[config.mk]
export PLATFORM = sky130hd
export DESIGN_NAME = irq_dispatch
export DESIGN_NICKNAME = d
export VERILOG_FILES = /design/src/rtl/irq_dispatch_pkg.sv /design/src/rtl/irq_count_bank.sv /design/src/rtl/irq_route_table.sv /design/src/rtl/irq_eoi_scan.sv /design/src/rtl/irq_dispatch.sv
export SDC_FILE = /design/constraint.sdc
export NUM_CORES = 2
export LEC_CHECK = 0
export BUFFER_PORTS_ARGS = -buffer_cell sky130_fd_sc_hd__buf_2
export CORE_MARGIN = 5
export CORE_UTILIZATION = 40
export CTS_CLUSTER_DIAMETER = 30
export DETAILED_ROUTE_END_ITERATION = 16
export HOLD_SLACK_MARGIN = 0.08
export REMOVE_ABC_BUFFERS = 1
export SLEW_MARGIN = 15
export SYNTH_ARGS = -nofsm -noshare
export SYNTH_HDL_FRONTEND = slang
export SYNTH_SLANG_ARGS = --single-unit
[constraint.sdc]
create_clock -name clk -period 3.6 [get_ports clk]
set_input_delay 0.36 -clock clk [delete_from_list [all_inputs] [get_ports clk]]
set_output_delay 0.36 -clock clk [all_outputs]
set_load 0.01 [all_outputs]
[src/rtl/irq_dispatch_pkg.sv]
package irq_dispatch_pkg;
  localparam int VEC_W  = 8;
  localparam int DEST_W = 8;
  localparam int MODE_W = 3;

  typedef enum logic [2:0] {
    OP_ASSERT   = 3'd0,
    OP_DEASSERT = 3'd1,
    OP_PULSE    = 3'd2,
    OP_EOI      = 3'd3,
    OP_ROUTE    = 3'd4
  } op_e;

  typedef struct packed {
    logic              mask;
    logic              level;
    logic              phys;
    logic [MODE_W-1:0] mode;
    logic [DEST_W-1:0] dest;
    logic [VEC_W-1:0]  vector;
  } route_t;

  localparam route_t ROUTE_RESET = route_t'{1'b1, 1'b0, 1'b0, '0, '0, '0};
endpackage

[src/rtl/irq_count_bank.sv]
module irq_count_bank #(
  parameter int NUM_PINS = 32,
  parameter int CNT_W    = 6,
  parameter int IDX_W    = 5
) (
  input  logic                               clk,
  input  logic                               rst_n,
  input  logic                               wr_en,
  input  logic [IDX_W-1:0]                   wr_idx,
  input  logic [CNT_W-1:0]                   wr_val,
  output logic [NUM_PINS-1:0][CNT_W-1:0]     cnt
);
  for (genvar g = 0; g < NUM_PINS; g++) begin : g_cnt
    always_ff @(posedge clk) begin
      if (!rst_n)
        cnt[g] <= '0;
      else if (wr_en && wr_idx == IDX_W'(g))
        cnt[g] <= wr_val;
    end
  end
endmodule

[src/rtl/irq_route_table.sv]
module irq_route_table
  import irq_dispatch_pkg::*;
#(
  parameter int NUM_PINS = 32,
  parameter int IDX_W    = 5
) (
  input  logic                       clk,
  input  logic                       rst_n,
  input  logic                       wr_en,
  input  logic [IDX_W-1:0]           wr_idx,
  input  route_t                     wr_entry,
  input  logic                       rp_set,
  input  logic [IDX_W-1:0]           rp_set_idx,
  input  logic                       rp_clr,
  input  logic [IDX_W-1:0]           rp_clr_idx,
  output route_t [NUM_PINS-1:0]      entries,
  output logic   [NUM_PINS-1:0]      rp
);
  for (genvar g = 0; g < NUM_PINS; g++) begin : g_ent
    always_ff @(posedge clk) begin
      if (!rst_n)
        entries[g] <= ROUTE_RESET;
      else if (wr_en && wr_idx == IDX_W'(g))
        entries[g] <= wr_entry;
    end

    // a set in the same cycle as a clear wins: the resend re-arms the pin
    always_ff @(posedge clk) begin
      if (!rst_n)
        rp[g] <= 1'b0;
      else if (rp_set && rp_set_idx == IDX_W'(g))
        rp[g] <= 1'b1;
      else if (rp_clr && rp_clr_idx == IDX_W'(g))
        rp[g] <= 1'b0;
    end
  end
endmodule

[src/rtl/irq_eoi_scan.sv]
module irq_eoi_scan #(
  parameter int NUM_PINS = 32,
  parameter int IDX_W    = 5,
  parameter int VEC_W    = 8
) (
  input  logic             clk,
  input  logic             rst_n,
  input  logic             start,
  input  logic [VEC_W-1:0] start_vec,
  input  logic             step,
  output logic             busy,
  output logic [IDX_W-1:0] idx,
  output logic [VEC_W-1:0] vec
);
  localparam logic [IDX_W-1:0] LAST = IDX_W'(NUM_PINS - 1);

  always_ff @(posedge clk) begin
    if (!rst_n) begin
      busy <= 1'b0;
      idx  <= '0;
      vec  <= '0;
    end else if (start) begin
      busy <= 1'b1;
      idx  <= '0;
      vec  <= start_vec;
    end else if (step && busy) begin
      if (idx == LAST)
        busy <= 1'b0;
      else
        idx <= idx + 1'b1;
    end
  end
endmodule

[src/rtl/irq_dispatch.sv]
module irq_dispatch
  import irq_dispatch_pkg::*;
#(
  parameter int NUM_PINS = 32,
  parameter int CNT_W    = 6,
  localparam int IDX_W   = $clog2(NUM_PINS),
  localparam int PIN_W   = IDX_W + 1
) (
  input  logic              clk,
  input  logic              rst_n,
  input  logic              req_valid,
  output logic              req_ready,
  input  logic [2:0]        req_op,
  input  logic [PIN_W-1:0]  req_pin,
  input  logic [VEC_W-1:0]  req_vector,
  input  logic              req_mask,
  input  logic              req_level,
  input  logic              req_phys,
  input  logic [MODE_W-1:0] req_mode,
  input  logic [DEST_W-1:0] req_dest,
  output logic              msg_valid,
  input  logic              msg_ready,
  output logic [IDX_W-1:0]  msg_pin,
  output logic [VEC_W-1:0]  msg_vector,
  output logic [DEST_W-1:0] msg_dest,
  output logic              msg_phys,
  output logic [MODE_W-1:0] msg_mode,
  output logic              msg_level,
  output logic              cnt_err,
  output logic              eoi_busy
);
  localparam logic signed [CNT_W-1:0] ONE = CNT_W'(1);

  logic [NUM_PINS-1:0][CNT_W-1:0] cnt_flat;
  route_t [NUM_PINS-1:0]          entries;
  logic   [NUM_PINS-1:0]          rp;

  logic                     cnt_we;
  logic [IDX_W-1:0]         cnt_idx;
  logic signed [CNT_W-1:0]  cnt_val;
  logic                     rt_we;
  route_t                   new_entry;
  logic                     rp_set, rp_clr;
  logic [IDX_W-1:0]         rp_set_idx, rp_clr_idx;
  logic                     send;
  logic [IDX_W-1:0]         send_idx;
  route_t                   send_entry;
  logic                     err_d;
  logic                     scan_start, scan_step;
  logic [IDX_W-1:0]         scan_idx;
  logic [VEC_W-1:0]         scan_vec;

  logic                     accept, pin_ok;
  logic [IDX_W-1:0]         ridx;
  logic signed [CNT_W-1:0]  cur, scan_cnt, cnt_inc, cnt_dec;

  assign req_ready = !msg_valid && !eoi_busy;
  assign accept    = req_valid && req_ready;
  assign pin_ok    = req_pin < PIN_W'(NUM_PINS);
  assign ridx      = req_pin[IDX_W-1:0];
  assign cur       = $signed(cnt_flat[ridx]);
  assign cnt_inc   = cur + ONE;
  assign cnt_dec   = cur - ONE;
  assign scan_cnt  = $signed(cnt_flat[scan_idx]);
  assign scan_step = eoi_busy && !msg_valid;
  assign new_entry = route_t'{req_mask, req_level, req_phys, req_mode, req_dest, req_vector};

  irq_count_bank #(.NUM_PINS(NUM_PINS), .CNT_W(CNT_W), .IDX_W(IDX_W)) u_cnt (
    .clk, .rst_n, .wr_en(cnt_we), .wr_idx(cnt_idx), .wr_val(cnt_val), .cnt(cnt_flat)
  );

  irq_route_table #(.NUM_PINS(NUM_PINS), .IDX_W(IDX_W)) u_rt (
    .clk, .rst_n, .wr_en(rt_we), .wr_idx(ridx), .wr_entry(new_entry),
    .rp_set, .rp_set_idx, .rp_clr, .rp_clr_idx, .entries, .rp
  );

  irq_eoi_scan #(.NUM_PINS(NUM_PINS), .IDX_W(IDX_W), .VEC_W(VEC_W)) u_scan (
    .clk, .rst_n, .start(scan_start), .start_vec(req_vector), .step(scan_step),
    .busy(eoi_busy), .idx(scan_idx), .vec(scan_vec)
  );

  always_comb begin
    cnt_we     = 1'b0;
    cnt_idx    = ridx;
    cnt_val    = cur;
    rt_we      = 1'b0;
    rp_clr     = 1'b0;
    rp_clr_idx = scan_idx;
    send       = 1'b0;
    send_idx   = ridx;
    send_entry = entries[ridx];
    err_d      = 1'b0;
    scan_start = 1'b0;
    if (accept) begin
      unique case (req_op)
        OP_ASSERT: if (pin_ok) begin
          cnt_we  = 1'b1;
          cnt_val = cnt_inc;
          err_d   = cnt_inc[CNT_W-1];
          send    = (cur == '0) && !entries[ridx].mask;
        end
        OP_DEASSERT: if (pin_ok) begin
          cnt_we  = 1'b1;
          cnt_val = cnt_dec;
          err_d   = cnt_dec[CNT_W-1];
        end
        OP_PULSE: if (pin_ok) begin
          err_d = cur[CNT_W-1];
          send  = (cur == '0) && !entries[ridx].mask;
        end
        OP_EOI: scan_start = 1'b1;
        OP_ROUTE: if (pin_ok) begin
          rt_we      = 1'b1;
          send_entry = new_entry;
          send       = !req_mask && !rp[ridx] && !cur[CNT_W-1] && (cur != '0);
        end
        default: ;
      endcase
    end else if (scan_step) begin
      send_idx   = scan_idx;
      send_entry = entries[scan_idx];
      if (rp[scan_idx] && entries[scan_idx].vector == scan_vec) begin
        rp_clr = 1'b1;
        send   = !scan_cnt[CNT_W-1] && (scan_cnt != '0) && !entries[scan_idx].mask;
      end
    end
    rp_set     = send && send_entry.level;
    rp_set_idx = send_idx;
  end

  always_ff @(posedge clk) begin
    if (!rst_n) begin
      msg_valid  <= 1'b0;
      msg_pin    <= '0;
      msg_vector <= '0;
      msg_dest   <= '0;
      msg_phys   <= 1'b0;
      msg_mode   <= '0;
      msg_level  <= 1'b0;
      cnt_err    <= 1'b0;
    end else begin
      cnt_err <= err_d;
      if (send) begin
        msg_valid  <= 1'b1;
        msg_pin    <= send_idx;
        msg_vector <= send_entry.vector;
        msg_dest   <= send_entry.dest;
        msg_phys   <= send_entry.phys;
        msg_mode   <= send_entry.mode;
        msg_level  <= send_entry.level;
      end else if (msg_valid && msg_ready) begin
        msg_valid <= 1'b0;
      end
    end
  end
endmodule

==> flow_summary.toml <==
[placement]
gp_congestion = 0.9229
post-dp-hpwl_um = 118000
place_ws_ps = -256.7
io_buffers = 64
post_dp_cell_area_um2 = 54410
dp.cells = 6969

[worst_setup_path]
critPathMaxFanout = 25
path_buf_inv = 3
cp-end-kind = "flip-flop"
cp_slowest_cell = "dfxtp_4"
ff2ff_path_depth = 12
critPathTopFamily = "simple AND/OR/NAND/NOR gates"
cp_slowest_stage_delay_ps = 550
critical_path_depth = 12
cpMostUsedCell = "buf_12"
cp_cell_sequence = "buf_12 > and2_1 > a22oi_1 > nand3_1 > nand4_1 > xor2_1 > nor4b_2 > buf_4 > a41oi_4 > buf_12 > nor3_4 > a21o_1"
crit_arrival_ps = 4240
required_ps = 4360
start_kind = "flip-flop"
criticalPathCategory = "flip-flop to flip-flop"

[die]
die_h_um = 366
start_util = 0.4032
dieArea_um2 = 134000
die_w_um = 366
core_area_um2 = 125700
placement_rows = 130
io_pins = 65

[logic_synthesis]
synth-async-reset-ratio = 0
ys_ff_latch = 970
synth.most_common_cell = "nand2_1"
synthTopCellsByCount = "nand2_1, dfxtp_1, a21boi_0, mux4_2, clkbuf_1"
yosysWarnings = 0
synth.top_cells.by_area = "dfxtp_1, mux4_2, nand2_1"
synthFlopType = "dfxtp_1"
synth_top_cell_by_area = "dfxtp_1"
ys_types = 64
syn_area_um2 = 50690
synth-edff-count = 0
synthCells = 5495
synth.avg_cell_area_um2 = 9.226
synth_top_area_frac = 0.3830
ys_seq_area_frac = 0.3830

[timing]
fmax_ghz = 0.2877
finalSetupViolations = 0
tns_ps = 0
hold_violations = 0
hold_slack_ps = 104.7
finalClockSkew_ps = 65.79
slew_headroom = 0.2531
maxSlewViolCount = 0
worstMarginPinSlew_ps = 1119
fin_crit_sh = 0.9655
fin_crit_ps = 3476
setup_ws_ps = 124.3

[routing]
ant_nets = 0
wl_met1_um = 76680
routed.top_layer = "met5"
dr.pass1.iters = 7
wl_met2_um = 86970
viasPerCell = 6.016
dr_wl_met3_um = 19270
post-route-drc-count = 0
dr_total_vias = 44464
drtIter0Drc = 5066
drt-total-wl_um = 192900
routedWlPerCell_um = 26.09

[power]
total_power_mw = 32.21
cellLeakagePower_nw = 21.10
p_per_area_nw_per_um2 = 517.6
vdd_drop_max_mv = 0.4427

[finish]
fin_area_um2 = 62230
drive_gt1_frac = 0.2230
fin_cells = 7391
syn_to_final_growth_pct = 22.75
utilization = 0.4949
final_nets = 5602

[cts]
clkLatencyLatePin_ps = 830
cts_num_sinks = 970
clockBufferDepth = 3
clkTransAtPathRegs_ps = 50
ctsRootBufferMaster = "clkbuf_16"
htreeDepth = 4
cts_inserted_buffers = 212
cts_tree = "yes"

[run]
maxCapViolCount = 0

[hold_path]
min_path_cells = 4
hold_class = "primary input to flip-flop"

[grt]
grtUsageTotal = 0.2767
grt_max_degree = 134
grt_overflow = 0
grt_pass1_wl_um = 282900
antenna_found_initial = 5
grt_pass1_vias = 42549

[outcome]
status = "finished, final reports clean"
==> state kept, by name, indices dropped and copies added (netlist names), 3 cells and up <==
name,flops
msg_dest,8
msg_mode,3
msg_pin,5
msg_vector,8
u_cnt.cnt,192
u_rt.entries,704
u_rt.rp,32
u_scan.idx,5
u_scan.vec,8
==> power breakdown <==
part / switching, mW / internal (mW)
Combinational: 0.864 / 0.475
Clock: 6.65 / 13.4
Sequential: 0.0107 / 10.8
Total: 7.53 / 24.7
==> layout make-up <==
type / count / area (µm²)
Fill cell: 11376 / 63510
Multi-Input combinational cell: 3957 / 29090
Sequential cell: 970 / 19430
Clock buffer: 282 / 5931
Timing Repair Buffer: 407 / 4110
Tap cell: 1650 / 2064
Clock inverter: 114 / 1558
Inverter: 10 / 41.29
Antenna cell: 1 / 2.502
==> final timing paths <==
check	endpoint	startpoint	slack (ps)
min	u_rt.entries[394]	req_level	100
max reg2reg	u_rt.rp[28]	u_scan.idx[3]	120
max	u_rt.rp[28]	u_scan.idx[3]	120
min reg2reg	msg_pin[3]	msg_pin[3]	460
==> cells in the final DEF (no fill, tap or decap), drive strengths merged, types with 10 or more instances in the layout <==
cell	count
nand2	1656
dfxtp	970
a21boi	679
mux4	462
buf	394
clkbuf	286
o21ai	238
nand3	187
mux2i	114
nor2	113
and2	98
nor3	73
clkinv	54
a22oi	37
nor2b	36
a21oi	35
clkinvlp	27
o2bb2ai	26
bufinv	26
nor4	17
inv	17
or4	13
nand2b	12
or3	11
a21o	11
and3	11
a31oi	10
a211oi	10
==> logic make-up after synthesis <==
logic type,after synthesis,synth area share
fa+ha+maj,9,0.002221
xor+xnor,15,0.002592
buf+inv,568,0.04640
compound gates,1098,0.1506
flops,970,0.3830
simple gates,2252,0.1858
mux,583,0.2293
==> what timing repair did <==
item | CTS | global route
resized for setup | 0 | 13
endpoints found under the hold margin | 114 | 0
hold buffers | 9 | 0
setup buffers | 0 | 13
endpoints found under the setup margin | 0 | 58
==> routing by layer <==
metal / vias up / global-route usage
li1: 19553 / -
met1: 21850 / 0.3716
met2: 2520 / 0.4302
met3: 537 / 0.05544
met4: 4 / 0.1306
met5: - / 0
==> tightest hold or removal path, cell delays in order <==
cell and delay, ps:
buf_2 100, buf_4 240, nand2_1 100, a21boi_0 60
Power figures use the tool's default switching activity.
